**config.mk**
```make
export PLATFORM = sky130hd
export DESIGN_NAME = storeRouter
export DESIGN_NICKNAME = d
export VERILOG_FILES = /design/src/rtl/routerPkg.sv /design/src/rtl/routerDatapath.sv /design/src/rtl/routerControl.sv /design/src/rtl/storeRouter.sv
export SDC_FILE = /design/constraint.sdc
export NUM_CORES = 1
export LEC_CHECK = 0
export ABC_AREA = 1
export BUFFER_PORTS_ARGS = -buffer_cell sky130_fd_sc_hd__clkbuf_2
export CAP_MARGIN = 10
export CORE_UTILIZATION = 46
export DETAILED_ROUTE_END_ITERATION = 10
export GPL_ROUTABILITY_DRIVEN = 0
export SYNTH_ARGS = -nofsm -noshare
export SYNTH_HDL_FRONTEND = slang
export SYNTH_SLANG_ARGS = --single-unit
```
**constraint.sdc**
```tcl
create_clock -name clk -period 15.35 [get_ports clk]
set_clock_uncertainty 0.2 [all_clocks]
set_input_delay 3.07 -clock clk [delete_from_list [all_inputs] [get_ports clk]]
set_output_delay 3.07 -clock clk [all_outputs]
set_load 0.01 [all_outputs]
```
**src/rtl/routerPkg.sv**
```systemverilog
package routerPkg;
  localparam int CFG_W     = 3;
  localparam int CFG_BUFEN = 0;
  localparam int CFG_WPROT = 1;
  localparam int CFG_CACHE = 2;

  typedef enum logic [1:0] {
    BUS_IDLE = 2'd0,
    BUS_BUF  = 2'd1,
    BUS_DIR  = 2'd2
  } busState_t;

  typedef struct packed {
    logic push;     // write cpu payload into the FIFO tail
    logic popLoad;  // move FIFO head onto the bus registers
    logic cpuLoad;  // move cpu payload onto the bus registers
  } dpStrobes_t;
endpackage

```
**src/rtl/routerDatapath.sv**
```systemverilog
module routerDatapath
  import routerPkg::*;
#(
  parameter int AW    = 32,
  parameter int DW    = 32,
  parameter int DEPTH = 4
) (
  input  logic                  clk,
  input  logic                  rstN,
  input  dpStrobes_t            stb,
  input  logic [AW-1:0]         cpuAddr,
  input  logic [DW-1:0]         cpuData,
  input  logic [DW/8-1:0]       cpuBe,
  output logic [AW-1:0]         busAddr,
  output logic [DW-1:0]         busData,
  output logic [DW/8-1:0]       busBe,
  output logic                  fifoFull,
  output logic                  fifoEmpty,
  output logic [$clog2(DEPTH+1)-1:0] fillLevel
);
  localparam int BEW  = DW / 8;
  localparam int EW   = AW + DW + BEW;
  localparam int PTRW = (DEPTH > 1) ? $clog2(DEPTH) : 1;
  localparam int CNTW = $clog2(DEPTH + 1);

  logic [EW-1:0]   entryMem [DEPTH];
  logic [PTRW-1:0] wrPtr, rdPtr;
  logic [CNTW-1:0] count;
  logic [EW-1:0]   headEntry;

  function automatic logic [PTRW-1:0] nextPtr(input logic [PTRW-1:0] p);
    return (p == PTRW'(DEPTH - 1)) ? '0 : p + 1'b1;
  endfunction

  assign headEntry = entryMem[rdPtr];
  assign fifoFull  = (count == CNTW'(DEPTH));
  assign fifoEmpty = (count == '0);
  assign fillLevel = count;

  always_ff @(posedge clk) begin
    if (stb.push) entryMem[wrPtr] <= {cpuAddr, cpuData, cpuBe};
  end

  always_ff @(posedge clk) begin
    if (!rstN) begin
      wrPtr <= '0;
      rdPtr <= '0;
      count <= '0;
    end else begin
      if (stb.push)    wrPtr <= nextPtr(wrPtr);
      if (stb.popLoad) rdPtr <= nextPtr(rdPtr);
      case ({stb.push, stb.popLoad})
        2'b10:   count <= count + 1'b1;
        2'b01:   count <= count - 1'b1;
        default: count <= count;
      endcase
    end
  end

  always_ff @(posedge clk) begin
    if (!rstN) begin
      busAddr <= '0;
      busData <= '0;
      busBe   <= '0;
    end else if (stb.popLoad) begin
      {busAddr, busData, busBe} <= headEntry;
    end else if (stb.cpuLoad) begin
      busAddr <= cpuAddr;
      busData <= cpuData;
      busBe   <= cpuBe;
    end
  end
endmodule

```
**src/rtl/routerControl.sv**
```systemverilog
module routerControl
  import routerPkg::*;
(
  input  logic             clk,
  input  logic             rstN,
  input  logic             cpuReq,
  input  logic             cpuInhibit,
  input  logic             cpuPrecise,
  input  logic             cpuRegionHit,
  input  logic             ctlWe,
  input  logic [CFG_W-1:0] ctlWdata,
  input  logic             fifoFull,
  input  logic             fifoEmpty,
  input  logic             busReady,
  output logic             cpuReady,
  output logic             cpuErr,
  output logic             busReq,
  output logic [CFG_W-1:0] cfgOut,
  output dpStrobes_t       stb
);
  busState_t        state, stateNext;
  logic [CFG_W-1:0] cfg;
  logic             dirBusy, fault, bufferable, directGo, busDone;

  always_ff @(posedge clk) begin
    if (!rstN)      cfg <= '0;
    else if (ctlWe) cfg <= ctlWdata;
  end
  assign cfgOut = cfg;

  // A direct write in flight owns the cpu port until its handshake.
  assign dirBusy    = (state == BUS_DIR);
  assign fault      = cpuReq && !dirBusy && !cpuRegionHit && cfg[CFG_WPROT];
  assign bufferable = cfg[CFG_BUFEN] && !(cpuInhibit && cpuPrecise);
  assign directGo   = (state == BUS_IDLE) && fifoEmpty && cpuReq && !fault && !bufferable;
  assign busDone    = (state != BUS_IDLE) && busReady;

  always_comb begin
    stb.push    = cpuReq && !dirBusy && !fault && bufferable && !fifoFull;
    stb.popLoad = (state == BUS_IDLE) && !fifoEmpty;
    stb.cpuLoad = directGo;
  end

  assign cpuReady = fault || stb.push || (dirBusy && busReady);
  assign cpuErr   = fault;
  assign busReq   = (state != BUS_IDLE);

  always_comb begin
    stateNext = state;
    case (state)
      BUS_IDLE: begin
        if (stb.popLoad)  stateNext = BUS_BUF;
        else if (directGo) stateNext = BUS_DIR;
      end
      BUS_BUF, BUS_DIR: if (busDone) stateNext = BUS_IDLE;
      default: stateNext = BUS_IDLE;
    endcase
  end

  always_ff @(posedge clk) begin
    if (!rstN) state <= BUS_IDLE;
    else       state <= stateNext;
  end
endmodule

```
**src/rtl/storeRouter.sv**
```systemverilog
module storeRouter
  import routerPkg::*;
#(
  parameter int AW    = 32,
  parameter int DW    = 32,
  parameter int DEPTH = 4
) (
  input  logic             clk,
  input  logic             rstN,
  input  logic             cpuReq,
  input  logic [AW-1:0]    cpuAddr,
  input  logic [DW-1:0]    cpuData,
  input  logic [DW/8-1:0]  cpuBe,
  input  logic             cpuInhibit,
  input  logic             cpuPrecise,
  input  logic             cpuRegionHit,
  output logic             cpuReady,
  output logic             cpuErr,
  output logic             busReq,
  output logic [AW-1:0]    busAddr,
  output logic [DW-1:0]    busData,
  output logic [DW/8-1:0]  busBe,
  input  logic             busReady,
  input  logic             ctlWe,
  input  logic [CFG_W-1:0] ctlWdata,
  output logic [CFG_W-1:0] cfgOut
);
  localparam int CNTW = $clog2(DEPTH + 1);

  dpStrobes_t      stb;
  logic            fifoFull, fifoEmpty;
  logic [CNTW-1:0] fillLevel;

  routerControl uCtl (
    .clk(clk), .rstN(rstN),
    .cpuReq(cpuReq), .cpuInhibit(cpuInhibit), .cpuPrecise(cpuPrecise),
    .cpuRegionHit(cpuRegionHit), .ctlWe(ctlWe), .ctlWdata(ctlWdata),
    .fifoFull(fifoFull), .fifoEmpty(fifoEmpty), .busReady(busReady),
    .cpuReady(cpuReady), .cpuErr(cpuErr), .busReq(busReq),
    .cfgOut(cfgOut), .stb(stb)
  );

  routerDatapath #(.AW(AW), .DW(DW), .DEPTH(DEPTH)) uDp (
    .clk(clk), .rstN(rstN), .stb(stb),
    .cpuAddr(cpuAddr), .cpuData(cpuData), .cpuBe(cpuBe),
    .busAddr(busAddr), .busData(busData), .busBe(busBe),
    .fifoFull(fifoFull), .fifoEmpty(fifoEmpty), .fillLevel(fillLevel)
  );
endmodule

```
==> results.json <==
{
  "die_area_mm2": 0.0353,
  "rows": 67,
  "cts_buffer_depth": 3,
  "port_buffers": 152,
  "max-cap-violations": 0,
  "cts_tree": "built",
  "rsz0062_at_grt": "no",
  "yosys.area_share.xor_xnor_pct": 0,
  "status": "complete, no violations",
  "cp_data_required_time_ns": 12.08,
  "gr-total-overflow": 0,
  "clkSlewWorstSetupHoldPaths_ns": 0.05,
  "yosys-top-cells-count": "nand2_1 (626), inv_1 (360), edfxtp_1 (272)",
  "wirelength_mm": 35.6,
  "crit_fanout": 10,
  "finalNonFillerCells": 2427,
  "setup_violations": 0,
  "cts.sinks": 354,
  "antenna_found_initial": 2,
  "cts_buffers": 39,
  "synth-seq-cells": 354,
  "detail_route.iter0.violations": 637,
  "tightest_slew_ns": 1.07,
  "cts_hold_buf": 0,
  "ys_seq_area_share_pct": 61.8,
  "hold_violations": 0,
  "io_pins": 153,
  "cts_root_buf": "clkbuf_16",
  "grt_pass1_vias": 10948,
  "slew_headroom_pct": 28.6,
  "drcViolationCount": 0,
  "syn_avg_cell_area_um2": 8.67,
  "min_path_type": "flop to flop",
  "drive_gt1_share_pct": 12.2,
  "crit_buf_inv": 2,
  "synth_top_area_share_pct": 51.5,
  "synth-adder-area-share_pct": 0.757,
  "yosys_warnings": 0,
  "path_cells": "clkbuf_2 -> nand2_1 -> and2_1 -> nand4_1 -> o211ai_1 -> clkbuf_2",
  "die_h_um": 188,
  "fp.coreArea_mm2": 0.0338,
  "synthMuxAreaShare_pct": 0,
  "critPathArrivalTime_ns": 4.60,
  "cpPeakStageDelay_ns": 0.55,
  "finalSetupTns_ns": 0,
  "areaGrowthSynthToFinish_pct": 14.6,
  "async_reset_ff_share_pct": 0,
  "ir_drop_v": 0.000116,
  "die_width_um": 188,
  "synth_ff_type": "edfxtp_1",
  "cp_top_family": "simple AND/OR/NAND/NOR gates",
  "initial_core_util_pct": 47.0,
  "grt_max_degree": 87,
  "synth_area_leaders": "edfxtp_1 (51%), nand2_1 (15%), dfxtp_1 (10%), inv_1 (8.5%), nand3_1 (6.5%)",
  "yosys.area_share.simple_pct": 25.2,
  "ys_types": 25,
  "nFillCells": 3102,
  "synth_enable_flop_cells": 272,
  "final_nets": 2037,
  "cp_common_cell": "clkbuf_2",
  "wl_per_cell_um": 14.7,
  "diodes": 0,
  "ant_nets": 0,
  "place_inst": 2356,
  "max_freq_mhz": 127,
  "post_cts_buffers": 0,
  "post_cts_resize_count": 0,
  "grt_pass1_wl_mm": 57.0,
  "slowest_stage": "nand4_1",
  "finalCriticalPeriod_ns": 7.87,
  "final_core_util_pct": 53.8,
  "dpl-instance-area_mm2": 0.0169,
  "synth_cells": 1831,
  "synth_area_leader_cell": "edfxtp_1",
  "crit_type": "input port to primary output",
  "first_pass_iters": 5,
  "dpl.hpwl_mm": 19.0,
  "endpoint_kind": "primary output",
  "synth-compound-area-share_pct": 0.717,
  "clk_latency_ns": 0.53,
  "synth_top_family_by_area": "simple AND/OR/NAND/NOR gates",
  "vias": 11388,
  "htreeDepth": 2,
  "via_per_inst": 4.69,
  "syn_nets": 1919,
  "synth.most_common_cell": "nand2_1",
  "syn_area_mm2": 0.0159,
  "fin_crit_sh_pct": 51.3,
  "track_usage_pct": 20.4,
  "cellLeakagePower_uw": 0.00877,
  "startpoint_type": "input port",
  "slew_viol_final": 0,
  "final_area_mm2": 0.0182,
  "powerDensity_mw_per_mm2": 163
}
==> per-layer routing <==
layer	vias to the layer above	global-route usage [%]	share of wire, %
met5	-	0	0.031
met4	2	5.10	1.6
li1	5838	-	-
met2	213	36.2	50
met1	5292	25.9	45
met3	43	3.39	4.3
==> metrics by stage <==
step                      setup slack (ns)  hold WS, ns  total power (µW)
after detailed placement              7.45        0.263              2060
after floorplan                       8.20        0.242              1810
after global routing                  7.38        0.297              3150
final                                 7.48        0.265              2960
after global placement                7.45        0.256              2040
after CTS                             7.44        0.271              2990
==> state kept, by name (all words and copies together) (netlist names), named ones only <==
signal and flops:
uDp.entryMem 272, uDp.busAddr 32, uDp.busData 32, uDp.busBe 4
uCtl.cfgOut 3, uDp.fillLevel 3, uCtl.state 2, uDp.rdPtr 2
uDp.wrPtr 2
==> power by group <==
| part | internal, µW | switching, µW | leakage [µW] | total [µW] |
|---|---|---|---|---|
| clock | 566 | 368 | 0.000624 | 934 |
| sequential | 1120 | 50.4 | 0.00313 | 1170 |
| combinational | 277 | 578 | 0.00501 | 855 |
| total | 1960 | 997 | 0.00877 | 2960 |
==> placed cells by master (no fill, tap or decap), types with 2 or more instances in the layout <==
cell type / count
a21oi_1: 7
buf_4: 15
bufinv_16: 4
clkbuf_1: 10
clkbuf_16: 41
clkbuf_2: 151
clkbuf_8: 2
clkinv_1: 3
clkinv_2: 8
clkinvlp_4: 3
dfxtp_1: 80
edfxtp_1: 272
ha_1: 8
inv_1: 360
inv_2: 4
nand2_1: 625
nand3_1: 206
nor2_1: 151
nor2_2: 2
nor2_4: 4
o21ai_0: 9
==> tightest hold or removal path, cell delays in order (launching register included) <==
cell,delay (ns)
dfxtp_1,0.31
nand3_1,0.07
nand2_1,0.04
==> final timing paths <==
kind                  from               end  slack [ns]  cells after the start
max             cpuInhibit          cpuReady        7.48                      6
min          uCtl.state[0]     uCtl.state[0]        0.27                      2
max reg2reg  uCtl.state[0]  uDp.fillLevel[2]       11.64                     12
min reg2reg  uCtl.state[0]     uCtl.state[0]        0.27                      2
==> logic make-up (layout without fill, tap and decap cells) <==
kind of cell               after synthesis  after routing
AOI/OAI and AO/OA                       20             20
and+or+nand+nor                        993            993
adders and majority gates                9              9
buffers and inverters                  455            603
DFF                                    354            354
==> area by class of cell <==
class	count	area, µm²	area share [%]
clock buffers	53	1090	6.00
clock inverters	18	194	1.07
inverters	365	1370	7.55
multi-input cells	1022	4280	23.5
flip-flops and latches	354	9810	54.0
well taps	448	561	3.08
repair buffers	167	873	4.80
(Power assumes the default switching activity.)
